File: config.mk
export PLATFORM = sky130hd
export DESIGN_NAME = ubit_block_mgr
export DESIGN_NICKNAME = d
export VERILOG_FILES = /design/src/rtl/ubit_pkg.sv /design/src/rtl/ubit_host_buf.sv /design/src/rtl/ubit_tx_ser.sv /design/src/rtl/ubit_block_mgr.sv
export SDC_FILE = /design/constraint.sdc
export NUM_CORES = 2
export LEC_CHECK = 0
export BUFFER_PORTS_ARGS = -buffer_cell sky130_fd_sc_hd__buf_2
export CAP_MARGIN = 20
export CORE_ASPECT_RATIO = 1.1
export CORE_MARGIN = 5
export CORE_UTILIZATION = 40
export DETAILED_ROUTE_END_ITERATION = 7
export GPL_TIMING_DRIVEN = 1
export PLACE_DENSITY = 0.53
export SETUP_SLACK_MARGIN = 0.15
export SYNTH_ARGS = -nofsm -noshare
export SYNTH_HDL_FRONTEND = slang
export SYNTH_SLANG_ARGS = --single-unit
File: constraint.sdc
create_clock -name clk -period 5.7 [get_ports clk]
set_input_delay 0 -clock clk [delete_from_list [all_inputs] [get_ports clk]]
set_output_delay 0 -clock clk [all_outputs]
set_load 0.01 [all_outputs]
File: src/rtl/ubit_pkg.sv
`timescale 1ns/1ps
package ubit_pkg;
   typedef enum logic {
      UB_ZEROS = 1'b0,
      UB_BLOCK = 1'b1
   } ubit_mode_e;
endpackage

File: src/rtl/ubit_host_buf.sv
`timescale 1ns/1ps
module ubit_host_buf #(
   parameter int WORDS  = 24,
   parameter int BYTE_W = 8,
   localparam int WORD_W = 2 * BYTE_W,
   localparam int ADDR_W = $clog2(WORDS + 1)
) (
   input  logic                         clk,
   input  logic                         rst_n,
   input  logic                         hst_wr,
   input  logic [ADDR_W-1:0]            hst_addr,
   input  logic [BYTE_W-1:0]            hst_data,
   output logic [WORDS-1:0][WORD_W-1:0] stage_mem
);
   logic              second_q;
   logic [ADDR_W-1:0] addr_q;
   logic [BYTE_W-1:0] high_q;

   always_ff @(posedge clk) begin
      if (!rst_n) begin
         second_q <= 1'b0;
         addr_q   <= '0;
         high_q   <= '0;
      end else if (hst_wr) begin
         second_q <= !second_q;
         if (!second_q) begin
            addr_q <= hst_addr;
            high_q <= hst_data;
         end
      end
   end

   for (genvar w = 0; w < WORDS; w++) begin : g_word
      logic [WORD_W-1:0] word_q;
      logic              commit;
      assign commit = hst_wr && second_q && (addr_q == ADDR_W'(w));
      always_ff @(posedge clk) begin
         if (!rst_n)      word_q <= '0;
         else if (commit) word_q <= {high_q, hst_data};
      end
      assign stage_mem[w] = word_q;
   end

   // a first byte alone never changes the staging buffer
   a_r5_first_byte_no_commit: assert property (@(posedge clk) disable iff (!rst_n)
      (hst_wr && !second_q) |=> $stable(stage_mem));
   // an out-of-range pair changes no word
   a_r4_range_drop: assert property (@(posedge clk) disable iff (!rst_n)
      (hst_wr && second_q && addr_q >= ADDR_W'(WORDS)) |=> $stable(stage_mem));
endmodule

File: src/rtl/ubit_tx_ser.sv
`timescale 1ns/1ps
module ubit_tx_ser #(
   parameter int WORDS  = 24,
   parameter int WORD_W = 16,
   localparam int WADR_W = $clog2(WORDS + 1),
   localparam int BIT_W  = $clog2(WORD_W),
   localparam logic [WADR_W-1:0] LAST_W = WADR_W'(WORDS - 1),
   localparam logic [BIT_W-1:0]  TOP_B  = BIT_W'(WORD_W - 1)
) (
   input  logic                         clk,
   input  logic                         rst_n,
   input  logic [WORDS-1:0][WORD_W-1:0] stage_mem,
   input  logic                         blk_start,
   input  logic                         sf_strobe,
   output logic                         raw_bit
);
   logic [WORDS-1:0][WORD_W-1:0] tx_mem;
   logic [WADR_W-1:0]            ptr_word;
   logic [BIT_W-1:0]             ptr_bit;

   always_ff @(posedge clk) begin
      if (!rst_n)         tx_mem <= '0;
      else if (blk_start) tx_mem <= stage_mem;
   end

   always_ff @(posedge clk) begin
      if (!rst_n || blk_start) begin
         ptr_word <= '0;
         ptr_bit  <= TOP_B;
      end else if (sf_strobe) begin
         if (ptr_bit == '0) begin
            ptr_bit  <= TOP_B;
            ptr_word <= (ptr_word == LAST_W) ? '0 : ptr_word + 1'b1;
         end else begin
            ptr_bit <= ptr_bit - 1'b1;
         end
      end
   end

   assign raw_bit = tx_mem[ptr_word][ptr_bit];

   // block start re-arms the pointer
   a_r7_ptr_rearm: assert property (@(posedge clk) disable iff (!rst_n)
      blk_start |=> (ptr_word == '0 && ptr_bit == TOP_B));
   // step down within a word
   a_r8_step_down: assert property (@(posedge clk) disable iff (!rst_n)
      (sf_strobe && !blk_start && ptr_bit != '0) |=>
         (ptr_bit == $past(ptr_bit) - 1'b1 && $stable(ptr_word)));
   // wrap after the last bit of the last word
   a_r9_wrap: assert property (@(posedge clk) disable iff (!rst_n)
      (sf_strobe && !blk_start && ptr_word == LAST_W && ptr_bit == '0) |=>
         (ptr_word == '0 && ptr_bit == TOP_B));
   // transmit buffer only changes on block start
   a_r11_tx_hold: assert property (@(posedge clk) disable iff (!rst_n)
      !blk_start |=> $stable(tx_mem));
   // with no strobes the pointer holds
   a_r7_ptr_idle: assert property (@(posedge clk) disable iff (!rst_n)
      (!blk_start && !sf_strobe) |=> ($stable(ptr_word) && $stable(ptr_bit)));
endmodule

File: src/rtl/ubit_block_mgr.sv
`timescale 1ns/1ps
module ubit_block_mgr #(
   parameter int WORDS  = 24,
   parameter int BYTE_W = 8,
   localparam int WORD_W = 2 * BYTE_W,
   localparam int ADDR_W = $clog2(WORDS + 1)
) (
   input  logic              clk,
   input  logic              rst_n,
   input  logic              mode_blk,
   input  logic              hst_wr,
   input  logic [ADDR_W-1:0] hst_addr,
   input  logic [BYTE_W-1:0] hst_data,
   input  logic              blk_start,
   input  logic              sf_strobe,
   output logic              u_bit
);
   import ubit_pkg::*;

   if (WORDS < 1) begin : g_bad_words
      $error("ubit_block_mgr: WORDS must be at least 1");
   end
   if (BYTE_W < 1) begin : g_bad_byte
      $error("ubit_block_mgr: BYTE_W must be at least 1");
   end

   logic [WORDS-1:0][WORD_W-1:0] stage_mem;
   logic                         raw_bit;
   ubit_mode_e                   mode;

   assign mode = mode_blk ? UB_BLOCK : UB_ZEROS;

   ubit_host_buf #(.WORDS(WORDS), .BYTE_W(BYTE_W)) u_host (
      .clk(clk), .rst_n(rst_n), .hst_wr(hst_wr), .hst_addr(hst_addr),
      .hst_data(hst_data), .stage_mem(stage_mem)
   );

   ubit_tx_ser #(.WORDS(WORDS), .WORD_W(WORD_W)) u_tx (
      .clk(clk), .rst_n(rst_n), .stage_mem(stage_mem), .blk_start(blk_start),
      .sf_strobe(sf_strobe), .raw_bit(raw_bit)
   );

   assign u_bit = (mode == UB_BLOCK) ? raw_bit : 1'b0;

   // zero mode never sends a one
   a_r2_zero_mode: assert property (@(posedge clk) disable iff (!rst_n)
      !mode_blk |-> !u_bit);
endmodule

==> results.tsv <==
stage	metric	value	unit
status	status	complete, but fails checks	
status	violations	hold timing	
worst_setup_path	r2r-end	u_host.g_word[21].word_q[11]	
timing	min_period_over_period	0.773	
routing	drt_wl_total	94.1	mm
worst_setup_path	start_kind	flip-flop	
global_routing	antenna_found_initial	0	
power	pwr-share-comb	0.036	
global_routing	grt_pass1_vias	23100	
power	power.share.clock	0.481	
clocking	cts_buffer_depth	3	
floorplan	core_area	0.0818	mm^2
routing	firstDrtPassIters	5	
min_path	holdPathStages	3	
power	power.switching	2.56	mW
timing	clock.fmax	227	MHz
timing	max_slew_margin	0.200	
cells_and_area	seqCellArea	0.0159	mm^2
routing	top_layer	met4	
run	cap_violations	0	
clocking	cts.sink_count	791	
cells_and_area	instances_no_fill	4405	
timing	final_hold_viol_count	6	
clocking	cts_tree	yes	
clocking	clock_latency	0.64	ns
clocking	post-cts-setup-buffers	0	
floorplan	initial_core_util	0.402	
synth	synth_ff_type	dfxtp_1	
floorplan	die_h	311	um
floorplan	rows	110	
timing	finalSetupViolCount	0	
global_routing	grt_overflow	0	
power	seqPwrFrac	0.483	
routing	vias	23100	
min_path	min_path_type	in -> reg	
clocking	post_cts_resized	0	
synth	yosysWarnings	0	
routing	first_iter_violations	1563	
worst_setup_path	r2r_cells	5	
timing	skew	0.0248	ns
clocking	clk_pin_slew	0.07	ns
placed_design	dp.cells	4226	
synth	synthArstFlopShare	0	
synth	ys_types	48	
timing	finalSetupTns	0	ns
worst_setup_path	worstPathRequired	5.70	ns
clocking	numCtsBuffers	85	
synth	synth_edf_count	0	
min_path	min_to	u_tx.tx_mem[236]	
clocking	cts-root-buf	clkbuf_16	
worst_setup_path	cp.arrival	4.41	ns
power	p_leak	12.7	nW
routing	wl_met3	4.55	mm
placed_design	place_area	0.0336	mm^2
synth	ys_seq_elements	791	
timing	rsz0062_at_grt	false	
cells_and_area	fin_area	0.0368	mm^2
cells_and_area	area_delta_synth_final	11.8	%
floorplan	io_pins	20	
synth	syn-num-nets	3400	
synth	netlist_area	0.0329	mm^2
power	p_int	9.05	mW
cells_and_area	layout.nets	3297	
routing	wl_met1	43.7	mm
routing	postRouteAntennaNets	0	
global_routing	grt_max_degree	254	
synth	ys_top_cells_by_count	nand2_1, dfxtp_1, mux2i_1	
power	power_per_cell_area	315	mW/mm^2
synth	synth_area_leaders	dfxtp_1, mux2i_1, nand2_1, a21boi_0, nor2b_1	
timing	finalCriticalPeriod	4.41	ns
synth	synth.yosys.seq_area_share	0.482	
timing	hold_ws	-0.0260	ns
global_routing	grtUsageTotal	0.209	
cells_and_area	fillers	7625	
power	total_power	11.6	mW
routing	drc_errors	0	
cells_and_area	antenna_cells	0	
worst_setup_path	crit_fanout	42	
worst_setup_path	reg2reg_from	u_host.addr_q[2]	
synth	syn_area_per_cell	9.73	um^2
routing	wl_met2	43.2	mm
timing	finalMaxSlewViolations	0	
power	max-vdd-ir-drop	0.191	mV
routing	avgRoutedWirePerCell	21.4	um
synth	yosysTopAreaCell	dfxtp_1	
floorplan	dieArea	0.0880	mm^2
placed_design	port_buffers	19	
global_routing	grt_pass1_wl	145	mm
cells_and_area	multi_input_area	0.0160	mm^2
placed_design	routabilityCongestion	0.855	
min_path	hp-start	blk_start	
power	switching_share	0.220	
worst_setup_path	critPathKind	reg -> out	
clocking	htreeDepth	3	
synth	synth_top_area_share	0.482	
worst_setup_path	reg2reg_slack	2.84	ns
synth	yosysMostFrequentCell	nand2_1	
cells_and_area	drive_gt1_frac	0.0961	
synth	syn-instance-count	3379	
worst_setup_path	worstSetupEndpointType	output pin	
timing	worst_pin_slew	1.20	ns
floorplan	die_w	283	um
routing	vias_per_cell	5.25	
placed_design	dpl.hpwl	56.0	mm
-- cells by family after synthesis --
kind of cell / count (synthesis) / synth area share
DFF: 791 / 0.482
muxes: 505 / 0.190
adders and majority gates: 2 / 0.000761
xor gates and xnor gates: 4 / 0.00107
buffers and inverters: 272 / 0.0362
and+or+nand+nor: 1348 / 0.187
AOI/OAI and AO/OA: 457 / 0.103
-- final cells by class --
cell class / count / area share
Clock buffer: 134 / 0.0733
Clock inverter: 18 / 0.00459
Inverter: 4 / 0.000408
Multi-Input combinational cell: 2316 / 0.434
Sequential cell: 791 / 0.431
Tap cell: 1064 / 0.0362
Timing Repair Buffer: 78 / 0.0205
-- worst max path at each step --
stage	startpoint	end	slack, ns	cells past startpoint
2_1_floorplan	u_tx.ptr_word[0]	u_bit	3.57	7
3_3_place_gp	u_tx.ptr_word[0]	u_bit	1.96	8
3_5_place_dp	u_tx.ptr_word[0]	u_bit	1.97	8
4_1_cts	u_tx.ptr_word[0]	u_bit	1.25	8
5_1_grt	u_tx.ptr_word[0]	u_bit	1.13	8
6_report	u_tx.ptr_word[0]	u_bit	1.29	8
-- routing by layer --
layer | global-route usage | vias to the layer above
met2 | 0.340 | 539
met1 | 0.288 | 11400
li1 | - | 11100
met3 | 0.0333 | 145
met4 | 0.0636 | 0
met5 | 0 | -
-- state kept, by name (all words and copies together) (netlist names) --
signal,flops
u_host.g_word.word_q,384
u_host.high_q,8
u_tx.tx_mem,384
u_host.second_q,1
u_tx.ptr_bit,4
u_tx.ptr_word,5
u_host.addr_q,5
-- power by group through the flow --
stage	Sequential (mW)	Combinational [mW]	Clock (mW)
final	5.60	0.420	5.58
after floorplan	5.67	0.327	0
after CTS	5.60	0.420	5.73
after global routing	5.60	0.443	5.95
after global placement	5.73	0.401	0
after detailed placement	5.73	0.407	0
-- metrics by stage --
| step | util | hold slack (ns) | worst slack, ns |
|---|---|---|---|
| finish | 0.450 | -0.0260 | 1.29 |
| global route | 0.450 | 0.0505 | 1.13 |
| CTS | 0.449 | 0.0158 | 1.25 |
| floorplan | - | 0.127 | 3.57 |
| detailed placement | 0.411 | 0.274 | 1.97 |
| global placement | 0.410 | 0.265 | 1.96 |
-- what timing repair did --
item | 4_1_cts | 5_1_grt
hold buffers | 24 | 0
endpoints found under the hold margin | 128 | 0
setup endpoints to repair | 0 | 0
-- critical path, stage by stage, from the launching register on --
cell     delay [ns]
dfxtp_4        0.95
buf_4          0.52
mux4_1         0.60
mux4_2         0.49
or3_1          0.31
a21oi_1        0.17
a311o_1        0.25
a22oi_1        0.22
buf_2          0.21
-- layout by cell type, fill, tap and decap left out, types with 3 or more instances in the layout --
master and count:
buf_4 22, clkbuf_16 88, a31oi_1 4, nor3_4 4, o21ai_0 11, buf_2 17, nor2_2 19, buf_12 4
buf_8 7, clkinv_2 10, nand2b_1 10, nand4_1 3, nand3_1 19, a221oi_1 3, nor2b_1 399, a21boi_0 398
nor3_1 7, nor2_1 23, dfxtp_2 9, dlygate4sd3_1 24, a211oi_1 6, nand2_1 854, mux2_2 6, mux4_1 8
inv_6 4, mux2i_1 406, a22oi_1 7, mux4_2 84, clkbuf_8 32, clkbuf_1 14, a21oi_1 14, dfxtp_1 780
Note: power is estimated with default switching activity, not from simulation.
